[src/rtl/softstart_pkg.sv]
package softstart_pkg;

   // round(1.4 * 2^frac) as an unsigned fixed-point gain
   function automatic int unsigned gain_q(input int unsigned frac);
      return (14 * (32'd1 << frac) + 5) / 10;
   endfunction

   // number of bits needed to hold value v
   function automatic int unsigned bits_for(input int unsigned v);
      int unsigned n;
      n = 1;
      while ((64'd1 << n) <= v) n++;
      return n;
   endfunction

endpackage

[src/rtl/ss_gate.sv]
module ss_gate #(
   parameter int VID_W = 5
) (
   input  logic             clk,
   input  logic             rst_n,
   input  logic             por_ok,
   input  logic             en_ok,
   input  logic [VID_W-1:0] vid,
   output logic             qual,
   output logic             run
);

   if (VID_W < 2) begin : g_bad_vid
      $error("ss_gate: VID_W must be at least 2");
   end

   logic no_load;
   assign no_load = &vid;
   assign qual    = por_ok & en_ok & ~no_load;

   always_ff @(posedge clk or negedge rst_n) begin
      if (!rst_n) run <= 1'b0;
      else        run <= qual;
   end

   // a run may only begin after all three start conditions held
   assert_start_qual_R1: assert property (@(posedge clk) disable iff (!rst_n)
      $rose(run) |-> $past(por_ok && en_ok && !(&vid)));

   // losing any condition ends the run at the next edge
   assert_stop_next_R2: assert property (@(posedge clk) disable iff (!rst_n)
      (!por_ok || !en_ok || (&vid)) |=> !run);

endmodule

[src/rtl/ss_counter.sv]
module ss_counter #(
   parameter int CNT_W = 11
) (
   input  logic             clk,
   input  logic             rst_n,
   input  logic             qual,
   input  logic             run,
   input  logic             step,
   output logic [CNT_W-1:0] cnt,
   output logic             at_end
);

   localparam logic [CNT_W-1:0] CNT_MAX = '1;

   if (CNT_W < 2 || CNT_W > 20) begin : g_bad_cnt
      $error("ss_counter: CNT_W out of range");
   end

   assign at_end = (cnt == CNT_MAX);

   always_ff @(posedge clk or negedge rst_n) begin
      if (!rst_n)                      cnt <= '0;
      else if (!qual)                  cnt <= '0;
      else if (run && step && !at_end) cnt <= cnt + 1'b1;
   end

   // no phase pulse, no advance
   assert_cnt_idle_R3: assert property (@(posedge clk) disable iff (!rst_n)
      (qual && !step) |=> $stable(cnt));

   // the count never moves by more than one per edge
   assert_cnt_unit_R3: assert property (@(posedge clk) disable iff (!rst_n)
      (qual && run) |=> (cnt == $past(cnt)) || (cnt == $past(cnt) + 1'b1));

   // terminal count is sticky while qualified
   assert_cnt_hold_R8: assert property (@(posedge clk) disable iff (!rst_n)
      (qual && at_end) |=> at_end);

   // shutdown clears the count
   assert_cnt_clear_R2: assert property (@(posedge clk) disable iff (!rst_n)
      !qual |=> (cnt == '0));

endmodule

[src/rtl/ss_vid_lut.sv]
module ss_vid_lut #(
   parameter int VID_W     = 5,
   parameter int DAC_W     = 11,
   parameter int DAC_TOP   = 1550,
   parameter int DAC_STEP  = 25,
   parameter bit LUT_TABLE = 1'b1
) (
   input  logic [VID_W-1:0] vid,
   output logic [DAC_W-1:0] dac
);

   localparam int NCODE = 1 << VID_W;

   if (DAC_TOP >= (1 << DAC_W)) begin : g_bad_top
      $error("ss_vid_lut: DAC_TOP does not fit DAC_W");
   end
   if (DAC_TOP < (NCODE - 2) * DAC_STEP) begin : g_bad_step
      $error("ss_vid_lut: lowest code would go negative");
   end

   if (LUT_TABLE) begin : g_table
      logic [DAC_W-1:0] tbl [NCODE];
      for (genvar i = 0; i < NCODE; i++) begin : g_ent
         if (i == NCODE - 1) begin : g_noload
            assign tbl[i] = '0;
         end else begin : g_code
            assign tbl[i] = DAC_W'(DAC_TOP - i * DAC_STEP);
         end
      end
      assign dac = tbl[vid];
   end else begin : g_arith
      always_comb begin
         if (&vid) dac = '0;
         else      dac = DAC_W'(DAC_TOP - int'(vid) * DAC_STEP);
      end
   end

endmodule

[src/rtl/ss_ramp_math.sv]
module ss_ramp_math #(
   parameter int CNT_W     = 11,
   parameter int DAC_W     = 11,
   parameter int OFS_W     = 8,
   parameter int OFS_FULL  = 255,
   parameter int GAIN_FRAC = 8
) (
   input  logic             clk,
   input  logic             rst_n,
   input  logic             run,
   input  logic [CNT_W-1:0] cnt,
   input  logic             at_end,
   input  logic [DAC_W-1:0] dac,
   input  logic [DAC_W:0]   thr,
   output logic [DAC_W:0]   ramp,
   output logic [OFS_W-1:0] ofs,
   output logic [DAC_W-1:0] eff,
   output logic             fp
);
   import softstart_pkg::*;

   localparam int unsigned GAIN   = gain_q(GAIN_FRAC);
   localparam int          GAIN_W = bits_for(GAIN);
   localparam int          POS_W  = CNT_W + 1;
   localparam int          PROD_W = DAC_W + GAIN_W + POS_W;
   localparam int          SHIFT  = GAIN_FRAC + CNT_W;
   localparam int          CMAX   = (1 << CNT_W) - 1;
   localparam int          ONUM_W = OFS_W + CNT_W;
   localparam int          RAMP_W = DAC_W + 1;

   if (OFS_FULL >= (1 << OFS_W)) begin : g_bad_ofs
      $error("ss_ramp_math: OFS_FULL does not fit OFS_W");
   end
   if (GAIN_FRAC < 4 || GAIN_FRAC > 12) begin : g_bad_frac
      $error("ss_ramp_math: GAIN_FRAC out of range");
   end

   logic [POS_W-1:0]  pos;
   logic [PROD_W-1:0] prod;
   logic [ONUM_W-1:0] onum;
   logic [RAMP_W-1:0] ramp_raw;
   logic [OFS_W-1:0]  ofs_raw;

   // the last step jumps to the full 2^CNT_W so the ramp lands on 1.4x target
   assign pos      = at_end ? POS_W'(1 << CNT_W) : {1'b0, cnt};
   assign prod     = PROD_W'(dac) * PROD_W'(GAIN) * PROD_W'(pos);
   assign ramp_raw = RAMP_W'(prod >> SHIFT);

   assign onum     = ONUM_W'(OFS_FULL) * ONUM_W'(CNT_W'(CMAX) - cnt);
   assign ofs_raw  = OFS_W'(onum / ONUM_W'(CMAX));

   assign ramp = run ? ramp_raw : '0;
   assign ofs  = run ? ofs_raw  : '0;
   assign eff  = !run ? '0 :
                 (ramp_raw < {1'b0, dac}) ? DAC_W'(ramp_raw) : dac;
   assign fp   = run && (ramp_raw > thr);

   // the loop reference never exceeds the target
   assert_ref_clamp_R6: assert property (@(posedge clk) disable iff (!rst_n)
      {1'b0, eff} <= {1'b0, dac});

   // at the end of soft-start the offset is gone and the clamp is on target
   assert_end_state_R8: assert property (@(posedge clk) disable iff (!rst_n)
      (run && at_end) |-> (ofs == '0) && (eff == dac));

   // shutdown outputs are all zero
   assert_idle_zero_R2: assert property (@(posedge clk) disable iff (!rst_n)
      !run |-> (ramp == '0) && (ofs == '0) && (eff == '0) && !fp);

   // the ramp never falls during an unbroken run on one code
   assert_ramp_mono_R4: assert property (@(posedge clk) disable iff (!rst_n)
      (run && $past(run) && $stable(dac)) |-> (ramp >= $past(ramp)));

   // the offset code never rises during an unbroken run
   assert_ofs_mono_R5: assert property (@(posedge clk) disable iff (!rst_n)
      (run && $past(run)) |-> (ofs <= $past(ofs)));

endmodule

[src/rtl/softstart_seq.sv]
module softstart_seq #(
   parameter int CNT_W     = 11,
   parameter int VID_W     = 5,
   parameter int DAC_W     = 11,
   parameter int DAC_TOP   = 1550,
   parameter int DAC_STEP  = 25,
   parameter int OFS_W     = 8,
   parameter int OFS_FULL  = 255,
   parameter int GAIN_FRAC = 8,
   parameter bit LUT_TABLE = 1'b1
) (
   input  logic             clk,
   input  logic             rst_n,
   input  logic             ph_tick,
   input  logic             por_ok,
   input  logic             en_ok,
   input  logic [VID_W-1:0] vid,
   input  logic [DAC_W:0]   ofs_thr,
   output logic             run_o,
   output logic             done_o,
   output logic             first_pulse_o,
   output logic [DAC_W:0]   ramp_o,
   output logic [OFS_W-1:0] ofs_o,
   output logic [DAC_W-1:0] ref_o
);

   logic             qual;
   logic             run;
   logic [CNT_W-1:0] cnt;
   logic             at_end;
   logic [DAC_W-1:0] dac;

   ss_gate #(.VID_W(VID_W)) u_gate (
      .clk(clk), .rst_n(rst_n), .por_ok(por_ok), .en_ok(en_ok),
      .vid(vid), .qual(qual), .run(run)
   );

   ss_counter #(.CNT_W(CNT_W)) u_cnt (
      .clk(clk), .rst_n(rst_n), .qual(qual), .run(run),
      .step(ph_tick), .cnt(cnt), .at_end(at_end)
   );

   ss_vid_lut #(
      .VID_W(VID_W), .DAC_W(DAC_W), .DAC_TOP(DAC_TOP),
      .DAC_STEP(DAC_STEP), .LUT_TABLE(LUT_TABLE)
   ) u_lut (
      .vid(vid), .dac(dac)
   );

   ss_ramp_math #(
      .CNT_W(CNT_W), .DAC_W(DAC_W), .OFS_W(OFS_W),
      .OFS_FULL(OFS_FULL), .GAIN_FRAC(GAIN_FRAC)
   ) u_math (
      .clk(clk), .rst_n(rst_n), .run(run), .cnt(cnt), .at_end(at_end),
      .dac(dac), .thr(ofs_thr), .ramp(ramp_o), .ofs(ofs_o),
      .eff(ref_o), .fp(first_pulse_o)
   );

   assign run_o  = run;
   assign done_o = run & at_end;

   // done never drops while the block stays qualified
   assert_done_hold_R8: assert property (@(posedge clk) disable iff (!rst_n)
      (done_o && qual) |=> done_o);

   // the first running cycle always starts from the bottom of the ramp
   assert_restart_zero_R10: assert property (@(posedge clk) disable iff (!rst_n)
      $rose(run_o) |-> (ramp_o == '0) && (ofs_o == OFS_W'(OFS_FULL)));

endmodule

[config.mk]
export PLATFORM = sky130hd
export DESIGN_NAME = softstart_seq
export DESIGN_NICKNAME = d
export VERILOG_FILES = /design/src/rtl/softstart_pkg.sv /design/src/rtl/ss_gate.sv /design/src/rtl/ss_counter.sv /design/src/rtl/ss_vid_lut.sv /design/src/rtl/ss_ramp_math.sv /design/src/rtl/softstart_seq.sv
export SDC_FILE = /design/constraint.sdc
export NUM_CORES = 1
export LEC_CHECK = 0
export ABC_AREA = 0
export ABC_CLOCK_PERIOD_IN_PS = 23100
export BUFFER_PORTS_ARGS = -buffer_cell sky130_fd_sc_hd__clkbuf_2
export CAP_MARGIN = 10
export CORE_ASPECT_RATIO = 0.5
export CORE_UTILIZATION = 45
export DETAILED_ROUTE_END_ITERATION = 8
export HOLD_SLACK_MARGIN = 0.03
export PLACE_DENSITY_LB_ADDON = 0.12
export SYNTH_ARGS = -nofsm -noshare
export SYNTH_HDL_FRONTEND = slang
export SYNTH_SLANG_ARGS = --single-unit
[constraint.sdc]
create_clock -name clk -period 23.1 [get_ports clk]
set_input_delay 4.62 -clock clk [delete_from_list [all_inputs] [get_ports clk]]
set_output_delay 4.62 -clock clk [all_outputs]
set_load 0.01 [all_outputs]
; After elaboration in Yosys (flattened, before gate mapping)
; Memory sizes are Yosys's and may differ from the RTL's.
; Index checks and enable logic that the tools add are counted.
[word_totals]
mem_bits_ro = 352
regBits = 12
input_bits = 22
output_inout_bits = 34
memories = 1
[memory_table]
columns = name, depth, width, rd, rd_ports_with_merged_regs, wr, line_no
row1 = (no name shown), 32, 11, 1, 0, 0, ss_vid_lut.sv:30  ; assign dac = tbl[vid];
[op_classes]
n_eq_ne = 2
reduce_logical = 5
magnitude_cmp = 3
mux = 9
n_mul = 3
n_bitwise = 5
addsub = 2
n_div = 1
[ops]
columns = op, n
row1 = $mux W11, 6
row2 = $mul A19 B12 Y30, 1
row3 = $mux W12, 2
row4 = $div A19 B11 Y19 const B, 1
row5 = $mul A11 B8 Y19 const B, 1
row6 = $mul A8 B19 Y19 const A, 1
row7 = $gt A12 B12 Y1, 1
row8 = $lt A12 B11 Y1, 1
row9 = $sub A11 B11 Y12 const A, 1
row10 = $add A11 B1 Y11 const B, 1
row11 = $eq A11 B11 Y1 const B, 1
row12 = $mux W8, 1
row13 = $ge A6 B6 Y1 const B, 1
row14 = $not A5 Y6, 1
row15 = $reduce_and A5 Y1, 1
row16 = $and A1 B1 Y1, 3
row17 = $logic_and A1 B1 Y1, 3
row18 = $ne A2 B2 Y1 const B, 1
row19 = $logic_not A1 Y1, 1
row20 = $not A1 Y1, 1

; Longest topological paths before layout
[logic_depth]
word_depth = 9
ltp_mapped = 53
mapped_depth_nobuf = 51

; Hierarchy
; A second synthesis with hierarchy kept.
[unflattened]
hier_cells = 1835
area_unflattened_um2 = 15250.9
[modules_own_cells]
columns = mod, seq_area_each_um2, cells_each, area_each_um2, instances
row1 = ss_ramp_math, 0.0, 1698, 14086.0, 1
row2 = ss_counter, 275.3, 63, 614.3, 1
row3 = ss_vid_lut, 0.0, 69, 503.0, 1
row4 = ss_gate, 25.0, 4, 41.3, 1
row5 = softstart_seq, 0.0, 1, 6.3, 1

; Worst setup path after synthesis
; No wires, ideal clock.
[synth_timing]
path_kind = input to output
from = input vid[3]
to = output ref_o[0]
n_path_buf = 4
t_arrival_ns = 14.927
required_ns = 18.480
path_stages = 43
setup_slack_ns = 3.553
cell_sequence = clkbuf_1 clkbuf_1 nand2_1 nand3_1 o21ai_0 ha_1 ha_1 inv_1 fa_1 inv_1 fa_1 ha_1 a21oi_1 xnor2_1 clkbuf_1 nand2_1 fa_1 fa_1 [7 not listed] a21o_1 a21o_1 a21o_1 a21o_1 a21o_1 a21o_1 a21oi_1 o21bai_1 a21oi_1 o21ai_0 a31o_2 o41a_1 xor2_1 ha_1 o2111ai_1 nand3b_1 buf_1 mux2i_1
[synth_via]
elab_chain_len = 9
[synth_rtl]
columns = item, line_no
row1 = start: declaration, softstart_seq.sv:17  ; input logic [VID_W-1:0] vid,
row2 = $not A5 Y6 (implied by the code) (*), ss_vid_lut.sv:30
row3 = $mem_v2 Z32 W11 (*), -
row4 = $mux W11 (implied by the code) (*) (2 in a row), ss_vid_lut.sv:30
row5 = $mul A11 B8 Y19, ss_ramp_math.sv:46  ; assign prod = PROD_W'(dac) * PROD_W'(GAIN) * PROD_W'(pos);
row6 = $mul A19 B12 Y30, ss_ramp_math.sv:46
row7 = $lt A12 B11 Y1, ss_ramp_math.sv:55  ; (ramp_raw < {1'b0, dac}) ? DAC_W'(ramp_raw) : dac;
row8 = $mux W11 (*), ss_ramp_math.sv:55
row9 = $mux W11 (*), ss_ramp_math.sv:54  ; assign eff = !run ? '0 :
row10 = end: declaration, softstart_seq.sv:24  ; output logic [DAC_W-1:0] ref_o
; Mark *: on every way between the ends. The rest lies on a longest branch, timed or not. The select of a mux whose other input is x is not followed.

; Worst setup path after layout
[layout_timing]
from = input vid[1]
to = output ref_o[8]
; Same word-level chain as after synthesis.

==> metrics <==
vias in the first global route=12739; reg-to-reg endpoint=u_cnt.cnt[9]; gpl congestion=between 0.8 and 0.9; share of cells above drive strength 1=7.20%; via count=around 13000; area delta synth->final=5.53%; FF+latch count, synth=12; die width=approximately 260 um; Synth warnings=0; clk_skew=just under 0.005 ns; critical path class=primary input to output pin; share of the synthesized area in the top cell type=31.4%; gr ovfl total=0; Routed wire per std cell=around 17 um; final-report hold violation count=0; mapped cell area=about 15000 sq um; total track usage=a little under a quarter; Finished Layout Cells=around 2300; R2R setup slack=between 20 and 25 ns; CTS Buffer Depth=2; CTS root buffer=clkbuf_16; f_max=roughly 47 MHz; MaxCap Viol Count=0; final wirelength=38.6 mm; Mapped Nets=between 2000 and 2500; I/O Buffers=55; hold crit path type=flip-flop to flip-flop; WP buf/inv=8; crit-path most repeated cell=fa_1; die span in y=between 100 and 150 um; FF-to-FF path depth=8; Num CTS Buffers=3; violated checks=DRC; Final Max Tran Viols=0; post-route clock period utilization=92.5%; status=complete, but fails checks; TritonCTS clock tree=built; CTS sink count=12; clock slew at reported path FFs=0.04 ns; global-route wire length before repair=66.3 mm; Max transition margin=around 16%; Starting Density=46.7%; Critical Path End Type=output pin; Worst EP arrival=16.74 ns; worst hold endpoint=u_cnt.cnt[1]; CTS Hold Buffers Added=0; Pwr per Cell Area=between 50 and 60 nW/um^2; Post-synth EDFFs=0; # DRC=1; launch point of the worst reg-to-reg path=u_cnt.cnt[6]; row cnt=46; area leader, netlist=fa_1; ys async rst share=between 90% and 100%; count of final setup violators=0; min Tclk post-route=~21 ns; Max VDD drop=roughly 87 uV; antenna violations before repair=0; Netlist cell types=103; CP max stage delay=0.92 ns; Crit-path slowest cell=xnor2_1; crit path launch type=primary input; Data required, critical path=18.48 ns; CP Max Fanout=12; Synth area leaders=fa_1, ha_1, inv_1; Seq/Total Area, Yosys=between 1.5 and 2%; most common cell after layout, fill and taps aside=inv_1; worst hold stages=2; Worst-Margin Slew=between 1 and 1.5 ns; Leak=approximately 8 nW; # IOs=56; DR iter-0 viols=approximately 660; H-tree depth=1; Top delay family on crit path=adder cells; number of iterations in the first detailed-routing pass=7; clock latency on the worst-skew pair=about 0.24 ns; most frequent cells in the layout=inv_1, fa_1, nand2_1; Via density=approximately 5.5; Routed Antenna Nets=0; Diodes inserted=0; RSZ-0062 raised after global routing=false; top_reg_cell synth=dfrtp_1; Hold Crit Start=u_cnt.cnt[1]; largest net degree at the start of global routing=38; DP HPWL=roughly 32 mm; Core Area=between 30000 and 40000 sq um; Setup Fix Bufs, Post-CTS=0; dpl cells=2288; total negative slack=0 ns; Die ar.=~34000 sq um; Nets=approximately 2300; Mapped Cells=approximately 1800; post-CTS sizing=0; syn_area_per_cell=between 8 and 9 sq um
## area by class of cell
cell class	instances	area (sq um)
Fill cell	3213	16400
Sequential cell	12	300
Tap cell	432	541
Multi-Input combinational cell	1419	13200
Inverter	344	1290
Timing Repair Buffer	81	470
Clock buffer	4	88.8
## power by group
part,switching [mW],internal (mW),total (mW)
registers,0.000130,0.0212,0.0214
clock network,0.00913,0.0261,0.0353
logic,0.567,0.280,0.847
total,0.576,0.327,0.903
## routing by layer
metal	up-vias	routed length, um	global-route usage [%]
met2	264	17800	38.4
li1	6115	-	-
met4	0	198	2.01
met1	6150	18900	34.6
met5	-	0	0
met3	21	1650	2.26
## worst min-delay path: cells and delay by family (launching register included)
| kind | cells | cell delay, ns |
|---|---|---|
| flip-flops | 1 | 0.44 |
| multiplexers | 1 | 0.10 |
| AND/OR/NAND/NOR | 1 | 0.09 |
## per-stage QoR
stage	hold slack (ns)	setup slack, ns	power (mW)	util [%]	cell area, sq um
after global placement	0.631	1.90	0.848	49.0	15800
after global routing	0.703	0.909	0.987	49.2	15900
after floorplan	0.589	3.55	0.606	-	15100
after CTS	0.671	1.68	0.895	49.2	15900
after detailed placement	0.651	1.73	0.855	49.0	15800
final	0.669	1.74	0.903	49.2	15900
## synthesized netlist by cell type, types with 15 or more instances
| cell | count |
|---|---|
| nor2b_1 | 32 |
| a21o_1 | 27 |
| clkbuf_1 | 55 |
| nor3_1 | 33 |
| a21oi_1 | 77 |
| nor2_1 | 81 |
| o211ai_1 | 19 |
| o21ai_0 | 45 |
| and2_1 | 22 |
| xnor2_1 | 54 |
| mux2i_1 | 21 |
| inv_1 | 344 |
| or3_1 | 15 |
| ha_1 | 189 |
| and3_1 | 34 |
| nand2_1 | 230 |
| nand4_1 | 16 |
| fa_1 | 236 |
| xor2_1 | 23 |
| nand3_1 | 34 |
## logic make-up (layout without fill, tap and decap cells)
logic type	Yosys count	after routing	synth area share, %
AO/OA/AOI/OAI	314	314	15.0
XOR/XNOR	77	77	4.48
adder cells (fa/ha/maj)	426	426	47.1
buffers and inverters	409	429	10.4
flip-flops	12	12	1.99
multiplexers	25	25	1.77
AND/OR/NAND/NOR	577	577	19.3
## state kept, by name, indices dropped and copies added (netlist names)
name / flops
u_gate.run: 1
u_cnt.cnt: 11
## how the worst max path moves through the flow
stage                      start        to  depth (start not counted)
after global routing      vid[1]  ref_o[8]                         47
final                     vid[1]  ref_o[8]                         44
after global placement    vid[1]  ref_o[7]                         44
after CTS                 vid[1]  ref_o[0]                         47
after detailed placement  vid[1]  ref_o[5]                         47
after floorplan           vid[3]  ref_o[0]                         43
No activity file was read; power rests on OpenSTA's default activity.
